## src/rtl/owrom_pkg.sv

```systemverilog
package owrom_pkg;
  typedef enum logic [2:0] {
    ST_WAIT, ST_CMD, ST_READ, ST_MATCH, ST_SEARCH, ST_MEM, ST_SINK
  } net_st_e;

  localparam logic [7:0] CMD_READ   = 8'h33;
  localparam logic [7:0] CMD_MATCH  = 8'h55;
  localparam logic [7:0] CMD_SEARCH = 8'hF0;
  localparam logic [7:0] CMD_SKIP   = 8'hCC;
  localparam logic [7:0] CMD_RESUME = 8'hA5;
  localparam logic [7:0] CMD_ODSKIP = 8'h3C;
  localparam logic [7:0] CMD_ODMTCH = 8'h69;
endpackage

```

## src/rtl/owrom_crc8.sv

```systemverilog
module owrom_crc8 #(
  parameter int          CRC_W = 8,
  parameter logic [CRC_W-1:0] POLY_REFL = 8'h8C
) (
  input  logic             clk_i,
  input  logic             rst_ni,
  input  logic             en_i,
  input  logic             bit_i,
  output logic [CRC_W-1:0] crc_o
);
  logic fb;
  assign fb = crc_o[0] ^ bit_i;

  always_ff @(posedge clk_i or negedge rst_ni) begin
    if (!rst_ni) crc_o <= '0;
    else if (en_i) crc_o <= (crc_o >> 1) ^ (fb ? POLY_REFL : '0);
  end
endmodule

```

## src/rtl/owrom_id.sv

```systemverilog
module owrom_id #(
  parameter logic [7:0]  FAMILY = 8'h23,
  parameter logic [47:0] SERIAL = 48'h0,
  parameter int          ID_W   = 64,
  parameter int          CRC_W  = 8,
  localparam int         IDX_W  = $clog2(ID_W)
) (
  input  logic             clk_i,
  input  logic             rst_ni,
  input  logic [IDX_W-1:0] idx_i,
  output logic             bit_o,
  output logic             ready_o
);
  localparam int DATA_W = ID_W - CRC_W;
  localparam int CNT_W  = $clog2(DATA_W + 1);

  logic [DATA_W-1:0] body;
  logic [CNT_W-1:0]  cnt;
  logic [CRC_W-1:0]  crc;
  logic [ID_W-1:0]   full;
  logic              run;

  assign body    = {SERIAL, FAMILY};
  assign run     = (cnt != CNT_W'(DATA_W));
  assign ready_o = !run;
  assign full    = {crc, body};
  assign bit_o   = full[idx_i];

  always_ff @(posedge clk_i or negedge rst_ni) begin
    if (!rst_ni) cnt <= '0;
    else if (run) cnt <= cnt + 1'b1;
  end

  owrom_crc8 #(.CRC_W(CRC_W)) u_crc (
    .clk_i  (clk_i),
    .rst_ni (rst_ni),
    .en_i   (run),
    .bit_i  (run ? body[cnt[$clog2(DATA_W)-1:0]] : 1'b0),
    .crc_o  (crc)
  );

  AST_ID_READY_HOLD: assert property (@(posedge clk_i) disable iff (!rst_ni)
    ready_o |=> ready_o);
  AST_CRC_FROZEN: assert property (@(posedge clk_i) disable iff (!rst_ni)
    ready_o |=> $stable(crc));
endmodule

```

## src/rtl/owrom_net_layer.sv

```systemverilog
module owrom_net_layer
  import owrom_pkg::*;
#(
  parameter logic [7:0]  FAMILY = 8'h23,
  parameter logic [47:0] SERIAL = 48'h00A1B2C3D4E5,
  parameter int          ID_W   = 64
) (
  input  logic clk_i,
  input  logic rst_ni,
  input  logic bus_rst_i,
  input  logic rst_long_i,
  input  logic slot_i,
  input  logic slot_bit_i,
  output logic tx_en_o,
  output logic tx_bit_o,
  output logic od_o,
  output logic rc_o,
  output logic mem_sel_o,
  output logic mem_own_o,
  output logic mem_slot_o,
  output logic mem_bit_o
);
  localparam int IDX_W = $clog2(ID_W);
  localparam logic [IDX_W-1:0] IDX_LAST = IDX_W'(ID_W - 1);

  net_st_e          st;
  logic [IDX_W-1:0] idx;
  logic [1:0]       ph;
  logic [2:0]       bcnt;
  logic [6:0]       cmd_sr;
  logic [7:0]       cmd_w;
  logic             od_prev, od_mtch;
  logic             id_bit, id_ready, last;

  owrom_id #(.FAMILY(FAMILY), .SERIAL(SERIAL), .ID_W(ID_W)) u_id (
    .clk_i   (clk_i),
    .rst_ni  (rst_ni),
    .idx_i   (idx),
    .bit_o   (id_bit),
    .ready_o (id_ready)
  );

  assign cmd_w = {slot_bit_i, cmd_sr};
  assign last  = (idx == IDX_LAST);

  always_comb begin
    tx_en_o  = (st == ST_READ) || (st == ST_SEARCH && ph != 2'd2);
    tx_bit_o = 1'b1;
    if (tx_en_o) tx_bit_o = (st == ST_SEARCH && ph == 2'd1) ? !id_bit : id_bit;
  end

  assign mem_own_o  = (st == ST_MEM);
  assign mem_slot_o = slot_i & mem_own_o;
  assign mem_bit_o  = slot_bit_i;

  always_ff @(posedge clk_i or negedge rst_ni) begin
    if (!rst_ni) begin
      st        <= ST_WAIT;
      idx       <= '0;
      ph        <= '0;
      bcnt      <= '0;
      cmd_sr    <= '0;
      od_o      <= 1'b0;
      rc_o      <= 1'b0;
      od_prev   <= 1'b0;
      od_mtch   <= 1'b0;
      mem_sel_o <= 1'b0;
    end else begin
      mem_sel_o <= 1'b0;
      if (bus_rst_i && id_ready) begin
        st      <= ST_CMD;
        idx     <= '0;
        ph      <= '0;
        bcnt    <= '0;
        od_mtch <= 1'b0;
        if (rst_long_i) od_o <= 1'b0;
      end else if (slot_i) begin
        unique case (st)
          ST_CMD: begin
            cmd_sr <= cmd_w[7:1];
            bcnt   <= bcnt + 3'd1;
            if (bcnt == 3'd7) begin
              unique case (cmd_w)
                CMD_READ:   begin rc_o <= 1'b0; st <= ST_READ; end
                CMD_MATCH:  begin rc_o <= 1'b0; st <= ST_MATCH; end
                CMD_SEARCH: begin rc_o <= 1'b0; st <= ST_SEARCH; end
                CMD_SKIP:   begin rc_o <= 1'b0; st <= ST_MEM; mem_sel_o <= 1'b1; end
                CMD_RESUME: begin
                  if (rc_o) begin st <= ST_MEM; mem_sel_o <= 1'b1; end
                  else st <= ST_SINK;
                end
                CMD_ODSKIP: begin
                  rc_o <= 1'b0; od_o <= 1'b1; st <= ST_MEM; mem_sel_o <= 1'b1;
                end
                CMD_ODMTCH: begin
                  rc_o <= 1'b0; od_prev <= od_o; od_o <= 1'b1;
                  od_mtch <= 1'b1; st <= ST_MATCH;
                end
                default: st <= ST_SINK;
              endcase
            end
          end
          ST_READ: begin
            idx <= idx + 1'b1;
            if (last) begin st <= ST_MEM; mem_sel_o <= 1'b1; end
          end
          ST_MATCH: begin
            if (slot_bit_i != id_bit) begin
              st <= ST_SINK;
              if (od_mtch && !od_prev) od_o <= 1'b0;
            end else if (last) begin
              st <= ST_MEM; rc_o <= 1'b1; mem_sel_o <= 1'b1;
            end else idx <= idx + 1'b1;
          end
          ST_SEARCH: begin
            if (ph != 2'd2) ph <= ph + 2'd1;
            else if (slot_bit_i != id_bit) st <= ST_SINK;
            else if (last) begin
              st <= ST_MEM; rc_o <= 1'b1; mem_sel_o <= 1'b1;
            end else begin
              idx <= idx + 1'b1; ph <= 2'd0;
            end
          end
          default: ;
        endcase
      end
    end
  end

  AST_SEL_ONE_CYCLE: assert property (@(posedge clk_i) disable iff (!rst_ni)
    mem_sel_o |=> !mem_sel_o);
  AST_OWN_NEEDS_SEL: assert property (@(posedge clk_i) disable iff (!rst_ni)
    $rose(mem_own_o) |-> mem_sel_o);
  AST_BUS_RST_RELEASE: assert property (@(posedge clk_i) disable iff (!rst_ni)
    (bus_rst_i && id_ready) |=> !mem_own_o);
  AST_RC_RISE_SELECTS: assert property (@(posedge clk_i) disable iff (!rst_ni)
    $rose(rc_o) |-> mem_sel_o);
  AST_OD_LONG_CLEAR: assert property (@(posedge clk_i) disable iff (!rst_ni)
    (bus_rst_i && rst_long_i && id_ready) |=> !od_o);
  AST_OD_SHORT_KEEP: assert property (@(posedge clk_i) disable iff (!rst_ni)
    (bus_rst_i && !rst_long_i && id_ready) |=> $stable(od_o));
  AST_NO_TX_WHEN_OWNED: assert property (@(posedge clk_i) disable iff (!rst_ni)
    mem_own_o |-> !tx_en_o);
endmodule

```

## config.mk

```make
export PLATFORM = sky130hd
export DESIGN_NAME = owrom_net_layer
export DESIGN_NICKNAME = d
export VERILOG_FILES = /design/src/rtl/owrom_pkg.sv /design/src/rtl/owrom_crc8.sv /design/src/rtl/owrom_id.sv /design/src/rtl/owrom_net_layer.sv
export SDC_FILE = /design/constraint.sdc
export NUM_CORES = 1
export LEC_CHECK = 0
export ABC_AREA = 1
export BUFFER_PORTS_ARGS = -buffer_cell sky130_fd_sc_hd__clkbuf_2
export CORE_ASPECT_RATIO = 0.6
export CORE_MARGIN = 1.5
export CORE_UTILIZATION = 35
export CTS_CLUSTER_SIZE = 14
export DETAILED_ROUTE_END_ITERATION = 8
export SLEW_MARGIN = 20
export SYNTH_ARGS = -nofsm -noshare
export SYNTH_HDL_FRONTEND = slang
export SYNTH_SLANG_ARGS = --single-unit
```

## constraint.sdc

```tcl
create_clock -name clk_i -period 2.81 [get_ports clk_i]
set_input_delay 0.4215 -clock clk_i [delete_from_list [all_inputs] [get_ports clk_i]]
set_output_delay 0.4215 -clock clk_i [all_outputs]
set_load 0.01 [all_outputs]
```

# --- Word-level counts from Yosys, hierarchy flattened ---
# Memories as Yosys holds them, arrays and structs flattened.
# Index checks and enable logic that the tools add are counted.
op_classes:
  n_eq_ne: 29
  reduce_logical: 30
  bitwise_logic: 4
  muxes: 59
  magnitude_cmp: 2
  addsub: 4
op_table:
  columns: ["operator", "n"]
  rows:
  - ["$mux W6", 5]
  - ["$mux W1", 29]
  - ["$mux W3", 9]
  - ["$eq A8 B8 Y1 const B", 3]
  - ["$pmux W6 S3", 1]
  - ["$eq A8 B6 Y1 const B", 2]
  - ["$eq A8 B7 Y1 const B", 2]
  - ["$ne A3 B3 Y1 const B", 5]
  - ["$pmux W3 S5", 1]
  - ["$lt A6 B7 Y1 const B", 2]
  - ["$mux W2", 7]
  - ["$add A6 B1 Y6 const B", 2]
  - ["$pmux W3 S4", 1]
  - ["$reduce_and A4 Y1", 3]
  - ["$ne A2 B2 Y1 const B", 5]
  - ["$reduce_bool A2 Y1", 5]
  - ["$eq A3 B3 Y1 const B", 3]
  - ["$mux W8", 1]
  - ["$xor A7 B8 Y8", 1]
  - ["$reduce_and A7 Y1", 1]
  - ["$bmux W1 S6", 1]
  - ["$eq A3 B2 Y1 const B", 2]
  - ["$eq A6 B6 Y1 const B", 1]
  - ["$ne A6 B6 Y1 const B", 1]
  - ["25 further kinds", 35]
totals:
  output_inout_bits: 8
  memories: 1
  in_bits: 6
  mem_bits_ro: 64
  reg_bits: 40
memory_table:
  columns: ["memory", "words", "width", "rd", "rd_ports_with_merged_regs", "wr", "line", "text"]
  rows:
  - ["(no name shown)", 64, 1, 1, 0, 0, "owrom_id.sv:38", ".bit_i (run ? body[cnt[$clog2(DATA_W)-1:0]] : 1'b0),"]

# --- Logic depth before layout (Yosys ltp) ---
depth:
  depth_word: 8
  depth_mapped: 17
  ltp_nobuf: 16

# --- By module ---
# From an unflattened synthesis, not the netlist that was laid out.
unflattened:
  hier_cells: 412
  hier_area_um2: 2927.8
by_module_without_submodules:
  columns: ["mod", "area_per_inst_um2", "cells_per_inst", "instances"]
  rows:
  - ["owrom_net_layer", 1883.1, 262, 1]
  - ["owrom_id", 698.2, 108, 1]
  - ["owrom_crc8", 346.6, 42, 1]

# --- Worst setup path after synthesis ---
# No wires, ideal clock.
synth_path:
  kind: "register -> output"
  start: "register idx[0]"
  end: "output tx_bit_o"
  setup_slack_ns: 0.735
  t_arrival_ns: 1.654
  path_stages_with_launch: 13
  required_ns: 2.389
  n_path_buf: 1
  path_cell_list: "dfrtp_1 > buf_4 > inv_2 > ha_1 > inv_1 > nand2_1 > nand3_1 > o211ai_1 > nand2_1 > nand2_2 > nand2_2 > or2_2 > nand3_1"
synth_between:
  elab_chain_len: 5
synth_lines:
  columns: ["element", "line", "text"]
  rows:
  - ["start, declared", "owrom_net_layer.sv:27", "logic [IDX_W-1:0] idx;"]
  - ["start signal, assigned", "owrom_net_layer.sv:104", "idx <= idx + 1'b1;"]
  - ["start signal, assigned", "owrom_net_layer.sv:113", "end else idx <= idx + 1'b1;"]
  - ["$bmux W1 S6 (*)", "owrom_id.sv:27", "assign bit_o = full[idx_i];"]
  - ["$mux W1 (not written as such) (*)", "owrom_id.sv:27", null]
  - ["$logic_not A1 Y1", "owrom_net_layer.sv:49", "if (tx_en_o) tx_bit_o = (st == ST_SEARCH && ph == 2'd1) ? !id_bit : id_bit;"]
  - ["$mux W1 (*) (2 in a row)", "owrom_net_layer.sv:49", null]
  - ["end, declared", "owrom_net_layer.sv:15", "output logic tx_bit_o,"]
# Mark *: on every way between the ends. The rest lies on a longest branch, timed or not. The select of a mux whose other input is x is not followed.

# --- Worst setup path after layout ---
layout_path:
  start: "register idx[1]"
  end: "output tx_bit_o"
# Same word-level chain as after synthesis.

==> impl_metrics.tcl <==
set metrics [dict create \
    synth_top_area_cell "dfrtp_1" \
    cp-end-kind "primary output" \
    leakagePower_nw 1.71 \
    synth.avg_cell_area_sq_um 7.42 \
    htree_levels 2 \
    critical_path_arrival_ps 2150 \
    setup_tns_ps 0 \
    nets 434 \
    cts_tree "yes" \
    place_hpwl_um 5050 \
    ant_nets 0 \
    synthesis.area_sq_mm 0.00298 \
    cts_root_buffer "clkbuf_16" \
    clkLatencyLatePin_ps 290 \
    initial_core_util 0.369 \
    areaGrowthSynthToFinish_pct 9.97 \
    synth_flop_cell "dfrtp_1" \
    yosysWarnings 0 \
    synthCells 401 \
    finalSetupViolCount 0 \
    finalHoldViolCount 0 \
    min_period_over_period 0.917 \
    irDropWorstVdd_mv 0.243 \
    fp.dieArea_sq_mm 0.00908 \
    syn-num-nets 423 \
    status "finished clean" \
    antennaDiodeCount 0 \
    drive_gt1_frac 0.140 \
    core_area_sq_mm 0.00807 \
    dieWidth_um 122 \
    synthTopCellsByCount "nand2_1 (107), inv_1 (56), dfrtp_1 (40)" \
    ys_top_cells_by_area "dfrtp_1 (34%), nand2_1 (13%), inv_1 (7.1%), ha_1 (6.7%), nand3_1 (6.2%)" \
    synth_top_area_frac 0.336 \
    io_pins 14 \
    fin_cells 521 \
    cts_sinks 40 \
    ys_types 41 \
    yosysMostFrequentCell "nand2_1" \
    wl_per_cell_um 12.9 \
    fillers 806 \
    cp-start-kind "flip-flop" \
    vias 2557 \
    skew_ps 4.69 \
    track_usage 0.164 \
    drt_first_pass_iters 4 \
    yosysSeqAreaShare 0.336 \
    grt_max_degree 41 \
    via_per_inst 4.91 \
    overflow 0 \
    hp-class "in -> async" \
    final_area_sq_mm 0.00327 \
    fmax_mhz 388 \
    die_y_um 74.4 \
    cts_buffers 5 \
    portBuffers 13 \
    ys_seq_elements 40 \
    row_count 25 \
    clockBufferDepth 2 \
    place_congestion 0.852 \
    cellPowerDensity_mw_per_mm2 841 \
    cp.required_ps 2390 \
    path_max_fanout 9 \
    grt_pass1_vias 2271 \
    maxCapViolCount 0 \
    dpl.cell_count 513 \
    synth_edf_count 0 \
    drt_iter0_markers 160 \
    post-route-drc-count 0 \
    antenna_found_initial 0 \
    whs_ps 275 \
    path_class "reg -> out" \
    fin_crit_ps 2580 \
    grt_pass1_wl_um 11400 \
    async_flop_share 1.00 \
    tightest_slew_ps 940 \
    hold_buffers 0 \
    postPlaceCellArea_sq_mm 0.00311 \
    path_clk_slew_ps 60 \
    routed_wl_um 6720 \
    grt_setup_unrepaired "false" \
    report.final.slew_viol_count 0 \
    maxSlewHeadroom 0.373 \
]
## per-stage QoR
step                 util  setup slack (ps)  power, mW
global placement    0.385               498       2.07
finish              0.405               235       2.75
detailed placement  0.385               491       2.08
floorplan               -               735       1.84
global route        0.405              26.0       2.98
CTS                 0.405               171       2.75
## area by class of cell
cell class                      count  area [sq um]  area share
Clock inverter                      2          35.0      0.0107
Clock buffer                        6           129      0.0394
Tap cell                          108           135      0.0413
Timing Repair Buffer               14          72.6      0.0222
Multi-Input combinational cell    291          1670       0.510
Inverter                           60           228      0.0696
Sequential cell                    40          1000       0.307
## path summary, 6_finish.rpt
check                                          from                  end  slack, ps  depth (start not counted)
worst max-delay path                         idx[1]             tx_bit_o        230                         12
worst min-delay path                         rst_ni                ph[1]        280                          1
worst max register to register          u_id.cnt[0]               idx[4]        540                         11
worst min register to register  u_id.u_crc.crc_o[6]  u_id.u_crc.crc_o[6]        490                          2
max in group asynchronous                    rst_ni               idx[0]       1900                          1
min in group clk_i                           slot_i                ph[1]        450                          3
## registers in the layout (all words and copies together), names as in the netlist, 2 cells and up
register          flops
u_id.u_crc.crc_o      8
idx                   6
st                    3
bcnt                  3
cmd_sr                7
ph                    2
u_id.cnt              6
## layer usage
metal / vias up / track usage / share of wire
met3: 7 / 0.0414 / 0.065
met4: 0 / 0.0510 / 0.013
met2: 65 / 0.212 / 0.37
met1: 1175 / 0.259 / 0.55
met5: - / 0 / 0
li1: 1310 / - / -
## power breakdown
| part | total [mW] | internal (mW) | switching, mW |
|---|---|---|---|
| clock network | 0.662 | 0.418 | 0.244 |
| logic | 1.20 | 0.437 | 0.760 |
| registers | 0.894 | 0.710 | 0.184 |
## logic make-up (layout without fill, tap and decap cells)
kind of cell | count (synthesis) | after routing | synth area share
and+or+nand+nor | 211 | 211 | 0.357
buffers and inverters | 70 | 82 | 0.103
AOI/OAI and AO/OA | 56 | 56 | 0.111
DFF | 40 | 40 | 0.336
adders and majority gates | 16 | 16 | 0.0673
xor gates and xnor gates | 7 | 7 | 0.0206
muxes | 1 | 1 | 0.00504
## cell usage in the layout (no fill, tap or decap), types with 2 or more instances in the layout
cell / instances
inv_1: 56
nand2_1: 107
nor3_1: 4
o21ai_0: 33
clkbuf_2: 12
nand3_4: 2
nor2_4: 3
nand3_1: 37
ha_1: 16
o2111ai_1: 3
nor2_1: 25
nand3_2: 4
o211ai_1: 2
xor2_1: 6
o21ai_1: 2
clkbuf_16: 5
nand2_4: 4
nor2_8: 2
nor3_2: 2
or2_2: 2
a22o_1: 2
inv_2: 3
nand4_1: 9
dfrtp_1: 38
nand2_2: 6
dfrtp_2: 2
a21oi_1: 8
## critical path: stages (launching register included)
cell	delay [ps]
dfrtp_2	480
inv_1	190
ha_1	210
nand2_1	60
o21ai_0	90
nand2_1	70
nand3_1	80
nand2_1	60
nand2_2	80
nand2_2	80
or2_2	270
nand3_1	70
clkbuf_2	130
## timing repair
item,in CTS,in global routing
setup endpoints to repair,0,1
setup buffers,0,0
gates resized for setup,0,2
No activity file was read; power rests on OpenSTA's default activity.
